[src/rtl/cs_path_pkg.sv]
package cs_path_pkg;
    typedef enum logic [2:0] {
        S_IDLE,
        S_ANNOUNCE,
        S_HOLD,
        S_DATA,
        S_ACK,
        S_TAKE
    } cs_state_e;

    localparam logic DIR_FWD = 1'b0;
    localparam logic DIR_REV = 1'b1;
endpackage

[src/rtl/cs_hop_judge.sv]
module cs_hop_judge #(
    parameter int HOP_W = 4
) (
    input  logic [HOP_W-1:0] hops,
    input  logic [HOP_W-1:0] max_hops,
    input  logic [HOP_W-1:0] thresh,
    input  logic             near_busy,
    output logic             extend
);
    logic at_max;
    logic at_thr;

    always_comb begin
        at_max = (hops >= max_hops);
        at_thr = (hops >= thresh);
        extend = !at_max && !(at_thr && near_busy);
    end
endmodule

[src/rtl/cs_cts_timer.sv]
module cs_cts_timer #(
    parameter int TO_W = 8
) (
    input  logic            clk,
    input  logic            rst_n,
    input  logic            run,
    input  logic [TO_W-1:0] limit,
    output logic            expired
);
    logic [TO_W-1:0] cnt;

    always_ff @(posedge clk or negedge rst_n) begin
        if (!rst_n) begin
            cnt <= '0;
        end else if (run) begin
            cnt <= cnt + 1'b1;
        end else begin
            cnt <= '0;
        end
    end

    assign expired = run && (cnt == limit - 1'b1);

    // while waiting, the count never passes the programmed window
    p_cnt_bound_r9: assert property (@(posedge clk) disable iff (!rst_n)
        (run && limit != '0) |-> (cnt < limit));
endmodule

[src/rtl/cs_path_ctrl.sv]
module cs_path_ctrl
    import cs_path_pkg::*;
#(
    parameter int NPORTS = 4,
    parameter int HOP_W  = 4,
    parameter int TO_W   = 8,
    localparam int PORT_W = (NPORTS > 1) ? $clog2(NPORTS) : 1
) (
    input  logic              clk,
    input  logic              rst_n,
    input  logic              req_valid,
    input  logic [HOP_W-1:0]  req_hops,
    input  logic [PORT_W-1:0] req_port,
    input  logic              near_busy,
    input  logic              cts_in,
    input  logic              data_end,
    input  logic              ack_end,
    input  logic [HOP_W-1:0]  cfg_max_hops,
    input  logic [HOP_W-1:0]  cfg_thresh,
    input  logic [PORT_W-1:0] cfg_near_port,
    input  logic [TO_W-1:0]   cfg_timeout,
    output logic              wait_send,
    output logic              fwd_send,
    output logic [HOP_W-1:0]  fwd_hops,
    output logic              sw_en,
    output logic              sw_dir,
    output logic [PORT_W-1:0] sw_up_port,
    output logic [PORT_W-1:0] sw_dn_port,
    output logic              take_pkt,
    output logic [NPORTS-1:0] busy_ports
);
    cs_state_e         state_q, state_d;
    logic [HOP_W-1:0]  hop_q;
    logic [PORT_W-1:0] up_q, dn_q;
    logic              extend;
    logic              expired;
    logic              holding;

    cs_hop_judge #(.HOP_W(HOP_W)) u_judge (
        .hops      (req_hops),
        .max_hops  (cfg_max_hops),
        .thresh    (cfg_thresh),
        .near_busy (near_busy),
        .extend    (extend)
    );

    cs_cts_timer #(.TO_W(TO_W)) u_timer (
        .clk     (clk),
        .rst_n   (rst_n),
        .run     (state_q == S_HOLD),
        .limit   (cfg_timeout),
        .expired (expired)
    );

    always_comb begin
        state_d = state_q;
        unique case (state_q)
            S_IDLE:     if (req_valid) state_d = extend ? S_ANNOUNCE : S_TAKE;
            S_ANNOUNCE: state_d = S_HOLD;
            S_HOLD:     if (cts_in) state_d = S_DATA;
                        else if (expired) state_d = S_IDLE;
            S_DATA:     if (data_end) state_d = S_ACK;
            S_ACK:      if (ack_end) state_d = S_IDLE;
            S_TAKE:     state_d = S_IDLE;
            default:    state_d = S_IDLE;
        endcase
    end

    always_ff @(posedge clk or negedge rst_n) begin
        if (!rst_n) begin
            state_q <= S_IDLE;
            hop_q   <= '0;
            up_q    <= '0;
            dn_q    <= '0;
        end else begin
            state_q <= state_d;
            if (state_q == S_IDLE && req_valid) begin
                hop_q <= req_hops + 1'b1;
                up_q  <= req_port;
                dn_q  <= cfg_near_port;
            end
        end
    end

    always_comb begin
        wait_send = 1'b0;
        fwd_send  = 1'b0;
        take_pkt  = 1'b0;
        sw_en     = 1'b0;
        sw_dir    = DIR_REV;
        holding   = 1'b0;
        unique case (state_q)
            S_IDLE:     ;
            S_ANNOUNCE: begin wait_send = 1'b1; fwd_send = 1'b1; holding = 1'b1; end
            S_HOLD:     begin sw_en = 1'b1; sw_dir = DIR_REV; holding = 1'b1; end
            S_DATA:     begin sw_en = 1'b1; sw_dir = DIR_FWD; holding = 1'b1; end
            S_ACK:      begin sw_en = 1'b1; sw_dir = DIR_REV; holding = 1'b1; end
            S_TAKE:     take_pkt = 1'b1;
            default:    ;
        endcase
    end

    assign fwd_hops   = hop_q;
    assign sw_up_port = up_q;
    assign sw_dn_port = dn_q;

    for (genvar g = 0; g < NPORTS; g++) begin : g_busy
        assign busy_ports[g] = holding && (up_q == PORT_W'(g) || dn_q == PORT_W'(g));
    end

    // announce is followed by the reverse-connected switch
    p_hold_after_wait_r6: assert property (@(posedge clk) disable iff (!rst_n)
        wait_send |=> (sw_en && sw_dir == DIR_REV));
    // forwarded count is the received count plus one
    p_fwd_hops_r2: assert property (@(posedge clk) disable iff (!rst_n)
        fwd_send |-> (fwd_hops == HOP_W'($past(req_hops) + 1'b1)));
    // taking the packet never coexists with circuit activity
    p_take_excl_r3: assert property (@(posedge clk) disable iff (!rst_n)
        take_pkt |-> (!wait_send && !fwd_send && !sw_en));
    // forward direction only after a clear-to-send or while already forward
    p_fwd_dir_r7: assert property (@(posedge clk) disable iff (!rst_n)
        (sw_en && sw_dir == DIR_FWD) |->
            ($past(cts_in) || ($past(sw_en) && $past(sw_dir) == DIR_FWD)));
    // the upstream port is marked busy while connected
    p_busy_up_r10: assert property (@(posedge clk) disable iff (!rst_n)
        sw_en |-> (busy_ports[sw_up_port] && $countones(busy_ports) <= 2));
    // a request during an active circuit raises nothing
    p_ignore_r11: assert property (@(posedge clk) disable iff (!rst_n)
        (req_valid && sw_en) |=> (!wait_send && !take_pkt));
endmodule

[config.mk]
export PLATFORM = sky130hd
export DESIGN_NAME = cs_path_ctrl
export DESIGN_NICKNAME = d
export VERILOG_FILES = /design/src/rtl/cs_path_pkg.sv /design/src/rtl/cs_hop_judge.sv /design/src/rtl/cs_cts_timer.sv /design/src/rtl/cs_path_ctrl.sv
export SDC_FILE = /design/constraint.sdc
export NUM_CORES = 1
export LEC_CHECK = 0
export CAP_MARGIN = 20
export CORE_UTILIZATION = 46
export DETAILED_ROUTE_END_ITERATION = 8
export PLACE_DENSITY = 0.87
export SETUP_SLACK_MARGIN = 0.2
export SYNTH_ARGS = -nofsm -noshare
export SYNTH_HDL_FRONTEND = slang
export SYNTH_HIERARCHICAL = 1
export SYNTH_SLANG_ARGS = --single-unit
[constraint.sdc]
create_clock -name clk -period 2.4 [get_ports clk]
set_clock_uncertainty 0.05 [all_clocks]
set_input_delay 0.48 -clock clk [delete_from_list [all_inputs] [get_ports clk]]
set_output_delay 0.48 -clock clk [all_outputs]
set_load 0.02 [all_outputs]
==> flow_summary.yaml, run 1 <==
route:
  post_drt_wl_per_cell_microns: 14.46
  ant_nets: 0
  wl_mm: 3.486
  first_iter_violations: 31
  dr.pass1.iters: 6
  dr_total_vias: 1322
  drc_errors: 2
  via_per_inst: 5.485
power:
  finalPower_w: 0.001866
  vdd_drop_max_mv: 0.7602
  p_per_area_nw_per_um2: 877.1
  p_leak_nw: 1.011
clock_tree:
  cts-root-buf: "clkbuf_4"
  cts_max_level: 1
  cts_buffers: 3
  cts_num_sinks: 19
  clock_latency_ps: 290
  path_clk_slew_ps: 100
  hold_buffers: 0
  cts_tree: "built"
  post-cts-setup-buffers: 0
  cts_buffer_depth: 2
synthesis:
  syn_inst: 151
  synth_top_cell_by_area: "dfrtp_1"
  synthesis.nets: 193
  ys_types: 44
  yosysTopAreaCellShare_pct: 32.96
  ys_warn_count: 6
  netlist_area_sq_um: 1443
  ys_seq_area_share_pct: 32.96
  yosys-top-cells-area: "dfrtp_1 (33%), ha_1 (9.5%), xnor2_1 (5.5%)"
  synth-seq-cells: 19
  syn_area_per_cell_sq_um: 9.554
critical_path:
  regToRegSetupSlack_ps: 330
  cp_data_arrival_time_ps: 1630
  endpoint: "sw_en"
  critPathRequiredTime_ps: 1870
  start_kind: "flip-flop"
  reg2regPathDepth: 9
  reg2reg_from: "state_q[1]"
  criticalPathCategory: "reg2out"
  worstPathMaxFanout: 10
  worstSetupEndpointType: "output port"
  crit_start: "state_q[1]"
  reg2reg_to: "state_q[1]"
timing:
  hold_slack_ps: 466.4
  fmax_mhz: 463.7
  finalHoldViolations: 0
  min_period_ps: 2157
  slew_viol_final: 0
  final.period_utilization_pct: 89.87
  slew_headroom_pct: 45.19
  tightest_slew_ps: 819.6
  rsz0062_at_grt: "true"
  setup_viol: 0
floorplan:
  rows: 19
  die_x_microns: 58
  core_area_sq_um: 2853
  initial_utilization_pct: 50.57
  pin_count: 48
  chipHeight_microns: 58
  dieArea_sq_um: 3364
run:
  drv_cap: 0
finish:
  layout.nets: 253
  num-fill-cells: 194
  area_growth_pct: 47.44
  final_area_sq_um: 2127
  antennaDiodeCount: 0
  drive_above_1_share_pct: 19.05
  fin_cells: 241
global_route:
  gr-usage-all-layers_pct: 21.99
  antenna_found_initial: 0
  grt_pass1_vias: 1389
  grt_pass1_wl_mm: 5.823
  grt_overflow: 0
  grt_max_degree: 20
hold_path:
  hp-class: "reg2reg"
  hold_path_startpoint: "u_timer/cnt[0]"
place:
  numPortBuffers: 47
  dp_hpwl_mm: 2.748
  dp_cells: 237
  gp_congestion: 0.8098
  placed_cell_area_sq_um: 2021
outcome:
  status: "finished, violations left"
  violations: "design-rule violations"
## where the power goes
part	total [W]	leakage, nW	internal, W	switching, W
registers	0.000538	0.241	0.000424	0.000114
logic	0.00118	0.754	0.000568	0.000609
clock network	0.000151	0.0150	0.0000645	0.0000869
## state kept, by name, summed over array words and instances, names as in the netlist
register	count
fwd_hops	4
u_timer/cnt	8
sw_dn_port	2
sw_up_port	2
state_q	3
## stage by stage
stage                     TNS [ps]  util (%)  setup WS, ps
after global placement      -104.4     70.83        -66.86
after detailed placement    -290.5     70.83        -179.5
after floorplan                  0         -         353.0
after CTS                        0     71.93         80.60
after global routing             0     74.56         174.6
final                            0     74.56         243.2
## synthesized netlist by cell type, drive strengths merged
master,n
and2b,1
clkbuf,2
nand2,6
o21ai,6
mux2,5
xor2,10
a211oi,1
a21o,1
nor2b,2
nor2,10
a2111oi,2
o21a,1
o211ai,1
nor3b,1
a221o,1
xnor2,9
nor4b,2
and3b,1
nand4,1
o221a,1
nand2b,7
and4,1
and2,7
ha,11
and3,2
a22oi,1
nor4,2
nand3,5
buf,4
a31oi,1
mux2i,3
o22a,2
a21oi,6
nor3,1
a32o,1
inv,11
dfrtp,19
nand3b,3
## cells in the final DEF, fill, tap and decap left out, types with 3 or more instances in the layout
master / instances
a21oi_1: 6
and2_1: 7
buf_4: 14
clkbuf_4: 3
clkdlybuf4s50_1: 33
dfrtp_1: 19
dlygate4sd2_1: 10
dlymetal6s2s_1: 4
ha_1: 11
inv_1: 10
mux2_2: 5
mux2i_1: 3
nand2_1: 6
nand2b_1: 6
nand3_1: 5
nand3b_1: 3
nor2_1: 8
o21ai_0: 5
xnor2_1: 8
xor2_1: 8
## cells by family after synthesis
logic type               count (synthesis)  synth area share [%]
AO/OA/AOI/OAI                           25                 12.32
XOR/XNOR                                19                 12.06
adder cells (fa/ha/maj)                 11                 9.540
buffers and inverters                   17                 5.378
flip-flops                              19                 32.96
multiplexers                             8                 5.984
AND/OR/NAND/NOR                         52                 21.77
## worst min-delay path by stage
stage | end | slack [ps] | cells past startpoint
finish | u_timer/cnt[0] | 470 | 1
global route | u_timer/cnt[0] | 500 | 1
CTS | u_timer/cnt[0] | 470 | 1
detailed placement | u_timer/cnt[0] | 450 | 1
floorplan | fwd_hops[0] | 130 | 0
global placement | u_timer/cnt[0] | 440 | 1
## final cells by class
class                           count  area [sq um]  share of cell area, %
Clock buffer                        4         26.28                  1.235
Inverter                           11         41.29                  1.941
Multi-Input combinational cell    115         972.2                  45.71
Sequential cell                    19         475.5                  22.35
Tap cell                           31         38.79                  1.824
Timing Repair Buffer               61         573.1                  26.94
## critical path, stage by stage, from the launching register on
cell and delay (ps):
dfrtp_1 420, buf_4 190, and2b_2 210, a21o_2 180
dlygate4sd2_1 330
## repair_timing
action / 4_1_cts / 5_1_grt
gates resized for setup: 14 / 16
pin swaps: 1 / 8
setup endpoints to repair: 11 / 3
## layer usage
layer / track usage, % / share of wire, % / vias to the layer above
met1: 25.82 / 42 / 636
met3: 4.464 / 5.4 / 4
met4: 5.442 / 0.89 / 0
met5: 0 / 0 / -
met2: 40.72 / 52 / 39
li1: - / - / 643
No activity file was read; power rests on OpenSTA's default activity.
==> run 2, diff against run 1 <==
--- a/config.mk
+++ b/config.mk
@@ -7,6 +7,7 @@
 export LEC_CHECK = 0
 export CAP_MARGIN = 20
 export CORE_UTILIZATION = 46
+export CTS_CLUSTER_DIAMETER = 200
 export DETAILED_ROUTE_END_ITERATION = 8
 export PLACE_DENSITY = 0.87
 export SETUP_SLACK_MARGIN = 0.2
==> results of run 2 <==
Same layout as run 1: the final DEF is identical, and so are final timing and power.
==> run 3, diff against run 2 <==
--- a/config.mk
+++ b/config.mk
@@ -6,10 +6,11 @@
 export NUM_CORES = 1
 export LEC_CHECK = 0
 export CAP_MARGIN = 20
-export CORE_UTILIZATION = 46
+export CORE_UTILIZATION = 47
+export CTS_BUF_LIST = sky130_fd_sc_hd__clkbuf_2 sky130_fd_sc_hd__clkbuf_4 sky130_fd_sc_hd__clkbuf_8
 export CTS_CLUSTER_DIAMETER = 200
 export DETAILED_ROUTE_END_ITERATION = 8
-export PLACE_DENSITY = 0.87
+export PLACE_DENSITY = 0.89
 export SETUP_SLACK_MARGIN = 0.2
 export SYNTH_ARGS = -nofsm -noshare
 export SYNTH_HDL_FRONTEND = slang
==> run 3 against run 2 <==
  * The run still ends with design-rule violations left
  * Critical path depth did not move
  * Design area rose by 0.88%
  * Sequential share of layout area is 0.14 points lower
  * Die area shrank 2.1%
  * Hold slack worse by 7.0 ps
  * Routed wire length rose by 14%
  * Worst setup slack improved by 21 ps
  * Final cell count is 1.7% higher
  * Flip-flop and latch count is the same
  * Maximum frequency up 0.97%
  * Largest cell class unchanged
  * Highest routed layer unchanged
==> flow_summary.yaml, run 3 (synthesis gave the netlist of run 1 again) <==
floorplan:
  die_x_microns: 57.40
  pin_count: 48
  initial_utilization_pct: 51.00
  chipHeight_microns: 57.40
  core_area_sq_um: 2829
  rows: 19
  dieArea_sq_um: 3295
critical_path:
  criticalPathCategory: "reg2out"
  reg2reg_from: "state_q[1]"
  regToRegSetupSlack_ps: 330
  reg2reg_to: "state_q[1]"
  worstPathMaxFanout: 10
  worstSetupEndpointType: "output port"
  start_kind: "flip-flop"
  cp_data_arrival_time_ps: 1610
  crit_start: "state_q[1]"
  reg2regPathDepth: 9
  critPathRequiredTime_ps: 1870
timing:
  min_period_ps: 2136
  finalHoldViolations: 0
  final.period_utilization_pct: 89.00
  slew_viol_final: 0
  rsz0062_at_grt: "false"
  setup_viol: 0
  worst_slack_ps: 264.0
  slew_headroom_pct: 78.97
  tightest_slew_ps: 312.6
  fmax_mhz: 468.2
clock_tree:
  clock_latency_ps: 290
  path_clk_slew_ps: 120
  cts-root-buf: "clkbuf_4"
  cts_max_level: 1
  cts_tree: "built"
  cts_buffer_depth: 2
  cts_buffers: 3
  cts_num_sinks: 19
hold_path:
  hp-class: "in2async"
finish:
  largest_reg_flops: 8
  area_growth_pct: 48.74
  drive_above_1_share_pct: 22.43
  final_common_cell: "clkdlybuf4s50_1"
  layout_common_cells: "clkdlybuf4s50_1 (33), dfrtp_1 (18), buf_4 (18), inv_1 (10), ha_1 (9)"
  regMostFlops: "u_timer/cnt"
  antennaDiodeCount: 0
  layout.nets: 257
global_route:
  grt_overflow: 0
  grt_max_degree: 20
  gr-usage-all-layers_pct: 25.87
  grt_pass1_vias: 1490
  antenna_found_initial: 0
  grt_pass1_wl_mm: 6.541
place:
  dp_hpwl_mm: 2.997
  gp_congestion: 0.8975
  place_ws_ps: -214.8
  numPortBuffers: 47
power:
  p_per_area_nw_per_um2: 889.4
  finalPower_w: 0.001909
  vdd_drop_max_mv: 0.7887
  p_leak_nw: 1.022
route:
  post_drt_wl_per_cell_microns: 16.20
  wl_mm: 3.969
  ant_nets: 0
  via_per_inst: 5.629
  drc_errors: 3
  dr_total_vias: 1379
  first_iter_violations: 51
  dr.pass1.iters: 6
outcome:
  status: "finished, violations left"
  violations: "design-rule violations"
run:
  drv_cap: 0
[run 3: critical path, stage by stage (launching register included)]
cell           delay (ps)
dfrtp_1               410
buf_4                 180
and2b_2               220
a21o_2                180
dlygate4sd2_1         320
[run 3: repair_timing]
item                                    4_1_cts  5_1_grt
hold buffers                                  0        0
hold endpoints to repair                      0        0
buffers inserted                              2        0
gates resized for setup                      20       18
endpoints found under the setup margin       11        5
pin swaps                                     4        4
[run 3: through the flow]
step,utilization (%),hold slack (ps),cell area [sq um],setup TNS [ps],instances
2_1_floorplan,-,134.4,1443,0,151
5_1_grt,75.85,467.1,2146,0,245
3_3_place_gp,71.96,444.9,2036,-114.2,239
4_1_cts,74.57,468.6,2110,0,245
3_5_place_dp,71.96,453.3,2036,-400.9,239
6_report,75.85,459.4,2146,0,245
[run 3: worst max-delay path by stage]
stage	slack (ps)	endpoint	depth (start not counted)
floorplan	350	wait_send	3
global placement	-70	state_q[1]	10
detailed placement	-210	state_q[2]	9
CTS	50	busy_ports[3]	4
global route	160	state_q[1]	10
finish	260	sw_en	4
[run 3: final cells by class]
type / instances / area [sq um]
fill: 204 / 683.2
tap: 31 / 38.79
multi-input combinational: 115 / 965.9
clock buffer: 3 / 22.52
sequential: 19 / 476.7
clock inverter: 1 / 5.005
inverter: 11 / 41.29
timing repair buffer: 65 / 595.6
[run 3: per-layer routing]
layer / global-route usage (%) / share of wire (%) / vias up
met3: 4.762 / 5.2 / 18
met5: 0 / 0 / -
met1: 29.51 / 40 / 658
li1: - / - / 653
met2: 46.18 / 51 / 50
met4: 12.54 / 4.3 / 0
[run 3: report_power, final]
part           total [W]  switching (W)  internal (W)
clock           0.000160      0.0000986     0.0000619
combinational    0.00121       0.000631      0.000576
sequential      0.000541       0.000116      0.000425
